$ cat src/rtl/clksw_pkg.sv
package clksw_pkg;

  typedef enum logic [2:0] {
    OP_SELECT  = 3'd0,
    OP_PWRUP   = 3'd1,
    OP_PWRDN   = 3'd2,
    OP_SUSPEND = 3'd3,
    OP_RESUME  = 3'd4
  } op_e;

  localparam logic [1:0] SRC_REF   = 2'd0;
  localparam logic [1:0] SRC_FASTB = 2'd2;
  localparam logic [1:0] SRC_FASTA = 2'd3;

  typedef struct packed {
    logic       setDiv;
    logic       clrDiv;
    logic       loadSel;
    logic [1:0] selVal;
    logic       setEnA;
    logic       clrEnA;
    logic       setGateA;
    logic       clrGateA;
    logic       setDisB;
    logic       clrDisB;
    logic       setGateB;
    logic       clrGateB;
    logic       loadWait;
    logic       waitLong;
  } strobe_t;

endpackage

$ cat src/rtl/clksw_ctl.sv
module clksw_ctl
  import clksw_pkg::*;
(
  input  logic       clk,
  input  logic       rstN,
  input  logic       cmdValid,
  input  logic [2:0] cmdOp,
  input  logic [1:0] cmdArg,
  input  logic       waitDone,
  output strobe_t    stb,
  output logic       busy,
  output logic       cmdErr
);

  typedef enum logic [1:0] {ST_IDLE, ST_SELSTEP, ST_WAIT1, ST_WAIT2} state_e;

  state_e     state, stateNxt;
  logic [1:0] tgt, tgtNxt;
  logic       oscB, oscBNxt;
  logic       powerUp, powerUpNxt;
  logic       reqTgtValid;
  logic [1:0] reqTgt;
  logic       badOp;

  assign busy = (state != ST_IDLE);

  always_comb begin
    reqTgtValid = 1'b0;
    reqTgt      = cmdArg;
    badOp       = 1'b0;
    case (cmdOp)
      OP_SELECT:  reqTgtValid = 1'b1;
      OP_SUSPEND: begin reqTgtValid = 1'b1; reqTgt = SRC_FASTA; end
      OP_RESUME:  begin reqTgtValid = 1'b1; reqTgt = SRC_FASTB; end
      OP_PWRUP, OP_PWRDN: ;
      default:    badOp = 1'b1;
    endcase
  end

  always_comb begin
    stb        = '0;
    stateNxt   = state;
    tgtNxt     = tgt;
    oscBNxt    = oscB;
    powerUpNxt = powerUp;
    case (state)
      ST_IDLE: if (cmdValid && !badOp) begin
        if (reqTgtValid) begin
          tgtNxt   = reqTgt;
          stateNxt = ST_SELSTEP;
          if (reqTgt == SRC_FASTA) stb.setDiv = 1'b1;
          else begin
            stb.loadSel = 1'b1;
            stb.selVal  = reqTgt;
          end
        end else begin
          oscBNxt      = cmdArg[0];
          powerUpNxt   = (cmdOp == OP_PWRUP);
          stateNxt     = ST_WAIT1;
          stb.loadWait = 1'b1;
          if (cmdOp == OP_PWRUP) begin
            stb.waitLong = 1'b1;
            if (cmdArg[0]) stb.clrDisB = 1'b1;
            else           stb.setEnA  = 1'b1;
          end else begin
            if (cmdArg[0]) stb.clrGateB = 1'b1;
            else           stb.clrGateA = 1'b1;
          end
        end
      end
      ST_SELSTEP: begin
        stateNxt = ST_IDLE;
        if (tgt == SRC_FASTA) begin
          stb.loadSel = 1'b1;
          stb.selVal  = tgt;
        end else begin
          stb.clrDiv = 1'b1;
        end
      end
      ST_WAIT1: if (waitDone) begin
        if (powerUp && !oscB) begin
          stb.setGateA = 1'b1;
          stateNxt     = ST_IDLE;
        end else begin
          stb.loadWait = 1'b1;
          stateNxt     = ST_WAIT2;
          if (powerUp)   stb.setGateB = 1'b1;
          else if (oscB) stb.setDisB  = 1'b1;
          else           stb.clrEnA   = 1'b1;
        end
      end
      ST_WAIT2: if (waitDone) stateNxt = ST_IDLE;
      default: stateNxt = ST_IDLE;
    endcase
  end

  always_ff @(posedge clk or negedge rstN) begin
    if (!rstN) begin
      state   <= ST_IDLE;
      tgt     <= SRC_REF;
      oscB    <= 1'b0;
      powerUp <= 1'b0;
      cmdErr  <= 1'b0;
    end else begin
      state   <= stateNxt;
      tgt     <= tgtNxt;
      oscB    <= oscBNxt;
      powerUp <= powerUpNxt;
      if (cmdValid && (busy || badOp)) cmdErr <= 1'b1;
    end
  end


  busy_reject_chk: assert property (@(posedge clk) disable iff (!rstN)
    (cmdValid && busy) |=> cmdErr);


  err_sticky_chk: assert property (@(posedge clk) disable iff (!rstN)
    cmdErr |=> cmdErr);


  sel_step_short_chk: assert property (@(posedge clk) disable iff (!rstN)
    (state == ST_SELSTEP) |=> (state == ST_IDLE));

endmodule

$ cat src/rtl/clksw_dp.sv
module clksw_dp
  import clksw_pkg::*;
#(
  parameter int LONG_CYC  = 7500,
  parameter int SHORT_CYC = 2500
) (
  input  logic       clk,
  input  logic       rstN,
  input  strobe_t    stb,
  output logic       waitDone,
  output logic [1:0] srcSel,
  output logic       divTwo,
  output logic       oscAEn,
  output logic       oscAGate,
  output logic       oscBDis,
  output logic       oscBGate
);

  localparam int MAXCYC = (LONG_CYC > SHORT_CYC) ? LONG_CYC : SHORT_CYC;
  localparam int CW     = $clog2(MAXCYC + 1);
  localparam logic [CW-1:0] LONG_LOAD  = CW'(LONG_CYC - 1);
  localparam logic [CW-1:0] SHORT_LOAD = CW'(SHORT_CYC - 1);

  logic [CW-1:0] waitCnt;

  assign waitDone = (waitCnt == '0);

  always_ff @(posedge clk or negedge rstN) begin
    if (!rstN) waitCnt <= '0;
    else if (stb.loadWait) waitCnt <= stb.waitLong ? LONG_LOAD : SHORT_LOAD;
    else if (!waitDone) waitCnt <= waitCnt - 1'b1;
  end

  always_ff @(posedge clk or negedge rstN) begin
    if (!rstN) begin
      srcSel   <= SRC_REF;
      divTwo   <= 1'b0;
      oscAEn   <= 1'b0;
      oscAGate <= 1'b0;
      oscBDis  <= 1'b1;
      oscBGate <= 1'b0;
    end else begin
      if (stb.loadSel)  srcSel   <= stb.selVal;
      if (stb.setDiv)   divTwo   <= 1'b1;
      if (stb.clrDiv)   divTwo   <= 1'b0;
      if (stb.setEnA)   oscAEn   <= 1'b1;
      if (stb.clrEnA)   oscAEn   <= 1'b0;
      if (stb.setGateA) oscAGate <= 1'b1;
      if (stb.clrGateA) oscAGate <= 1'b0;
      if (stb.setDisB)  oscBDis  <= 1'b1;
      if (stb.clrDisB)  oscBDis  <= 1'b0;
      if (stb.setGateB) oscBGate <= 1'b1;
      if (stb.clrGateB) oscBGate <= 1'b0;
    end
  end


  fast_needs_div_chk: assert property (@(posedge clk) disable iff (!rstN)
    (srcSel == SRC_FASTA) |-> divTwo);


  gate_a_powered_chk: assert property (@(posedge clk) disable iff (!rstN)
    oscAGate |-> oscAEn);


  gate_b_powered_chk: assert property (@(posedge clk) disable iff (!rstN)
    oscBGate |-> !oscBDis);

endmodule

$ cat src/rtl/clksw_top.sv
module clksw_top
  import clksw_pkg::*;
#(
  parameter int LONG_CYC  = 7500,
  parameter int SHORT_CYC = 2500
) (
  input  logic       clk,
  input  logic       rstN,
  input  logic       cmdValid,
  input  logic [2:0] cmdOp,
  input  logic [1:0] cmdArg,
  output logic [1:0] srcSel,
  output logic       divTwo,
  output logic       oscAEn,
  output logic       oscAGate,
  output logic       oscBDis,
  output logic       oscBGate,
  output logic       busy,
  output logic       cmdErr
);

  strobe_t stb;
  logic    waitDone;

  clksw_ctl u_ctl (
    .clk      (clk),
    .rstN     (rstN),
    .cmdValid (cmdValid),
    .cmdOp    (cmdOp),
    .cmdArg   (cmdArg),
    .waitDone (waitDone),
    .stb      (stb),
    .busy     (busy),
    .cmdErr   (cmdErr)
  );

  clksw_dp #(.LONG_CYC(LONG_CYC), .SHORT_CYC(SHORT_CYC)) u_dp (
    .clk      (clk),
    .rstN     (rstN),
    .stb      (stb),
    .waitDone (waitDone),
    .srcSel   (srcSel),
    .divTwo   (divTwo),
    .oscAEn   (oscAEn),
    .oscAGate (oscAGate),
    .oscBDis  (oscBDis),
    .oscBGate (oscBGate)
  );

endmodule

$ cat config.mk
export PLATFORM = sky130hd
export DESIGN_NAME = clksw_top
export DESIGN_NICKNAME = d
export VERILOG_FILES = /design/src/rtl/clksw_pkg.sv /design/src/rtl/clksw_ctl.sv /design/src/rtl/clksw_dp.sv /design/src/rtl/clksw_top.sv
export SDC_FILE = /design/constraint.sdc
export NUM_CORES = 1
export LEC_CHECK = 0
export BUFFER_PORTS_ARGS = -buffer_cell sky130_fd_sc_hd__buf_2
export CELL_PAD_IN_SITES_DETAIL_PLACEMENT = 2
export CELL_PAD_IN_SITES_GLOBAL_PLACEMENT = 2
export CORE_ASPECT_RATIO = 0.75
export CORE_MARGIN = 2
export CORE_UTILIZATION = 32
export DETAILED_ROUTE_END_ITERATION = 7
export GPL_TIMING_DRIVEN = 0
export PLACE_DENSITY = 0.83
export SYNTH_ARGS = -nofsm -noshare
export SYNTH_HDL_FRONTEND = slang
export SYNTH_SLANG_ARGS = --single-unit
$ cat constraint.sdc
create_clock -name clk -period 1.8 [get_ports clk]
set_input_delay 0.27 -clock clk [delete_from_list [all_inputs] [get_ports clk]]
set_output_delay 0.27 -clock clk [all_outputs]
set_load 0.02 [all_outputs]
After elaboration in Yosys (flattened, before gate mapping)
Index checks and enable logic that the tools add are counted.
- add/subtract/negate cells: 1
- eq/ne operators: 13
- muxes and demuxes: 70
- bitwise operators: 1
- reduce and logical (&&, ||, !) cells: 19
- operators with widths (kind ; count):
    1-bit two-way mux ; 50
    13-bit two-way mux ; 3
    3-bit two-way mux ; 5
    2-bit two-way mux ; 7
    13-bit zero test ; 1
    13-bit by 1-bit subtractor with 13-bit output, second input constant ; 1
    2-bit nonzero test ; 6
    3-bit AND reduction ; 3
    2-bit == test, second input constant ; 4
    2-bit case mux with 4 select lines ; 1
    3-bit by 2-bit == test with 1-bit output, second input constant ; 2
    2-bit by 1-bit != test with 1-bit output, second input constant ; 3
    3-bit case mux with 2 select lines ; 1
    5-bit OR reduction ; 1
    4-bit two-way mux ; 1
    2-bit case mux with 2 select lines ; 1
    3-bit by 1-bit == test with 1-bit output, second input constant ; 1
    3-bit == test, second input constant ; 1
    1-bit logical AND ; 3
    3-bit zero test ; 1
    3-bit OR reduction ; 1
    2-bit by 1-bit == test with 1-bit output, second input constant ; 1
    2-bit zero test ; 1
    2-bit != test, second input constant ; 1
    other kinds (4) ; 4
- register bits after elaboration: 27
- input bits: 8
- word-level logic and storage cells: 116

Longest topological paths before layout
- depth in word-level cells: 9
- depth in mapped cells: 7

Cells and area by module
Synthesis repeated with hierarchy kept, for this count alone.
- cells, all modules: 162
- area total of the unflattened synthesis: 1574.0 µm²
- by module, submodules not included (module ; instances ; cells each ; area each (µm²)):
    clksw_dp ; 1 ; 91 ; 984.7
    clksw_ctl ; 1 ; 71 ; 589.3

Worst setup path after synthesis
OpenSTA, ideal clock, no wires.
- path kind: reg-to-reg
- start: reg u_dp.waitCnt[0]
- end: reg u_ctl.state[0]
- setup time: 0.118 ns
- arrival time: 1.678 ns
- data required time: 1.682 ns
- path slack: 0.004 ns
- cell stages (with the launch flop): 7
- path through: dfrtp_1 -> inv_1 -> ha_1 -> nor3b_2 -> and4_1 -> mux2_2 -> a21o_1
- cells in the longest elaborated chain, start to end: 3
- RTL lines (what ; RTL line ; text):
    start, declared ; clksw_dp.sv:24 ; logic [CW-1:0] waitCnt;
    start signal, assigned ; clksw_dp.sv:30 ; else if (stb.loadWait) waitCnt <= stb.waitLong ? LONG_LOAD : SHORT_LOAD;
    start signal, assigned ; clksw_dp.sv:31 ; else if (!waitDone) waitCnt <= waitCnt - 1'b1;
    13-bit zero test (*) ; clksw_dp.sv:26 ; assign waitDone = (waitCnt == '0);
    2-bit by 1-bit != test with 1-bit output (no source line) ; -- ;
    3-bit AND reduction (no source line) (*) ; -- ;
    end signal, assigned ; clksw_ctl.sv:105 ; state <= stateNxt;
    end, declared ; clksw_ctl.sv:17 ; state_e state, stateNxt;
Every way passes the cells marked *; elsewhere a longest branch is shown, timed or not.
A chain may end at the register's enable or synchronous reset.

Worst setup path after layout
- start: reg u_dp.waitCnt[1]
- end: reg u_dp.waitCnt[3]
- cells in the longest elaborated chain, start to end: 4
- RTL lines (what):
    branches (longest 4 deep; another with 13-bit by 1-bit subtractor with 13-bit output)
Parallel ways; which one is timed is not known. The select of a mux whose other input is x is not followed.

==> flow_summary.json <==
{
  "outcome": "complete, but fails checks",
  "violations": "negative setup slack",
  "setup_viol": 4,
  "row_count": 21,
  "io_pins": 17,
  "ys_types": 48,
  "critPathCaptureType": "flop",
  "fmax_mhz": 541.2,
  "critical_path_required_ps": 1950,
  "critPathLaunchType": "flop",
  "p_int_mw": 0.8239,
  "slew-limit-headroom_pct": 57.02,
  "wl_per_cell_um": 21.62,
  "clockPowerShare_pct": 31.8,
  "total_switching_power_mw": 0.2964,
  "cts_root_buf": "clkbuf_8",
  "clk_latency_ps": 270,
  "avgSynthCellArea_um2": 9.674,
  "leakage_nw": 0.7310,
  "grt_antenna_before_repair": 0,
  "die_h_um": 62.12,
  "vias": 1344,
  "viasPerCell": 5.647,
  "postRouteAntennaNets": 0,
  "yosysWarnings": 0,
  "r2r-end": "u_dp.waitCnt[3]",
  "start_util_pct": 32.85,
  "dieArea_um2": 5062,
  "total_power_mw": 1.120,
  "syn_nets": 158,
  "p_per_area_nw_per_um2": 606.6,
  "power_frac_seq_pct": 58.8,
  "finalCritPeriodShare_pct": 102.7,
  "nets": 191,
  "critPathTopFamily": "simple AND/OR/NAND/NOR gates",
  "final_area_um2": 1847,
  "worstSetupStartpoint": "u_dp.waitCnt[1]",
  "core_um2": 4388,
  "ys_seq_area_share_pct": 46.96,
  "setup_ws_ps": -47.88,
  "final_layout_size_suffix_gt1_share_pct": 37.02,
  "synth_top_area_cell": "dfrtp_1",
  "rsz0062_at_grt": "true",
  "power.switching_fraction_pct": 26.46,
  "ff2ff_setup_slack_ps": -50,
  "grt_usage_pct": 19.89,
  "cts_sinks": 27,
  "p_comb_share_pct": 9.4,
  "synth_flop_cell": "dfrtp_1",
  "gp_congestion": 0.7919,
  "cp_max_fo": 5,
  "fp.dieW_um": 81.50,
  "grt_pass1_wl_um": 7810,
  "criticalPathCategory": "reg -> reg",
  "dr.pass1.iters": 4,
  "drt-total-wl_um": 5145,
  "ys_ff_latch": 27,
  "antenna_cells": 0,
  "clock_path_buffers": 2,
  "grt_pass1_vias": 1476,
  "grt_overflow_total": 0,
  "place.port_buffers": 15,
  "hold_path_class": "in -> async",
  "clk_pin_slew_ps": 90,
  "synth_area_leaders": "dfrtp_1 (45%), a21oi_1 (4.9%), o21ai_0 (4.2%)",
  "drcViolationCount": 0,
  "grt_max_degree": 28,
  "reg2reg_from": "u_dp.waitCnt[1]",
  "area_growth_pct": 28.12,
  "synth-edff-count": 0,
  "peakVddDrop_mv": 0.3164,
  "dp_hpwl_um": 3102,
  "tightest_slew_ps": 644.7,
  "slew_viol_final": 0,
  "cp.arrival_ps": 1990,
  "synth_top_area_share_pct": 45.14,
  "synth_area_um2": 1441,
  "h-tree-depth": 1,
  "cap_violations": 0,
  "hold_viol_final": 0,
  "postSynth.asyncResetShare_pct": 100.0,
  "cts_tree": "built",
  "post-place-ws_ps": -278.8,
  "max_stage_delay_ps": 420,
  "r2r.worst_path.cells": 7,
  "finClkSkew_ps": 1.219,
  "synthCells": 149,
  "cp_num_buf_inv": 2,
  "place_area_um2": 1588,
  "numCtsBuffers": 3,
  "crit_slowest_cell": "dfrtp_2",
  "utilization_pct": 42.09,
  "fin_crit_ps": 1848,
  "drt-initial-drc-count": 51,
  "crit_chain": "inv_2 -> ha_4 -> nor3b_4 -> buf_4 -> nand4_1 -> nand2_1 -> o21ai_0"
}
==> how the worst max path moves through the flow <==
stage,slack (ps),end,depth (start not counted)
global placement,-200,u_ctl.state[0],6
CTS,-4,u_dp.waitCnt[7],6
detailed placement,-280,u_dp.waitCnt[2],6
global route,-110,u_dp.waitCnt[11],7
finish,-50,u_dp.waitCnt[3],7
floorplan,4,u_ctl.state[0],6
==> layout make-up <==
type	instances	area (um2)
fill	470	2541
multi-input combinational	111	817.0
sequential	27	679.4
timing repair buffer	28	176.4
tap	57	71.32
clock buffer	4	45.04
buffer	4	31.28
inverter	7	26.28
==> cell usage in the layout, fill, tap and decap left out, types with 3 or more instances in the layout <==
cell type and instances:
buf_2 16, dfrtp_1 24, a21oi_1 12, o21ai_0 8, inv_1 5, nand2_1 11, o21ai_1 3, nor4_4 3
or3_1 3, clkbuf_8 3, a21o_1 3, buf_4 13, nor2_1 11, a21oi_2 3, nand3_1 4
==> power by group through the flow <==
stage                     sequential [mW]  clock [mW]  combinational (mW)
after floorplan                     0.660           0              0.0483
after global placement              0.660           0              0.0862
after detailed placement            0.663           0              0.0920
after CTS                           0.653       0.362              0.0967
after global routing                0.662       0.385               0.118
final                               0.659       0.357               0.105
==> registers in the layout, summed over array words and instances, names as in the netlist, 2 cells and up <==
signal and cells:
u_dp.srcSel 2, u_ctl.state 2, u_ctl.tgt 2, u_dp.waitCnt 13
==> timing repair <==
| action | 4_1_cts | 5_1_grt |
|---|---|---|
| gates resized for setup | 12 | 22 |
| gates cloned | 0 | 0 |
| pin swaps | 3 | 11 |
| setup buffers | 7 | 6 |
| hold buffers | 0 | 0 |
| setup endpoints to repair | 17 | 21 |
==> through the flow <==
stage	std cells	TNS [ps]	hold WS, ps
after floorplan	149	0	-25.59
after global placement	221	-959.3	310.6
after detailed placement	221	-2290	330.2
after CTS	232	-4.493	30.59
after global routing	238	-864.0	46.50
final	238	-128.9	6.101
==> cell usage after synthesis, types with 2 or more instances <==
cell and n:
nand3b_1 2, nand4b_1 2, or3_1 3, and4_1 2, or4_1 2, or4_4 2
nand3_1 4, o21ai_0 12, nor4_2 2, dfrtp_1 26, buf_2 2, nand2_1 13
xor2_1 2, o31ai_1 2, nor2_1 11, a31oi_1 2, nor2b_1 2, a21oi_1 14
nand2b_1 2, or3_2 2, inv_1 7, o211ai_1 2, or2_2 2, nor3_1 2
nand4_1 2, a21o_1 3
==> cell families (layout without fill, tap and decap cells) <==
group	Yosys count	in the layout	synth area share, %
AND/OR/NAND/NOR	62	62	27.52
multiplexers	1	1	0.7812
buffers and inverters	11	43	3.299
AO/OA/AOI/OAI	44	44	18.75
adder cells (fa/ha/maj)	1	1	0.8679
XOR/XNOR	3	3	1.823
flip-flops	27	27	46.96
==> routing by layer <==
layer | wire length [um] | global-route usage [%] | vias to the layer above
met5 | 0 | 0 | -
met2 | 2535 | 32.48 | 30
met3 | 189 | 4.360 | 10
li1 | - | - | 608
met1 | 2323 | 26.77 | 696
met4 | 96 | 4.449 | 0
Note: power is estimated with default switching activity, not from simulation.
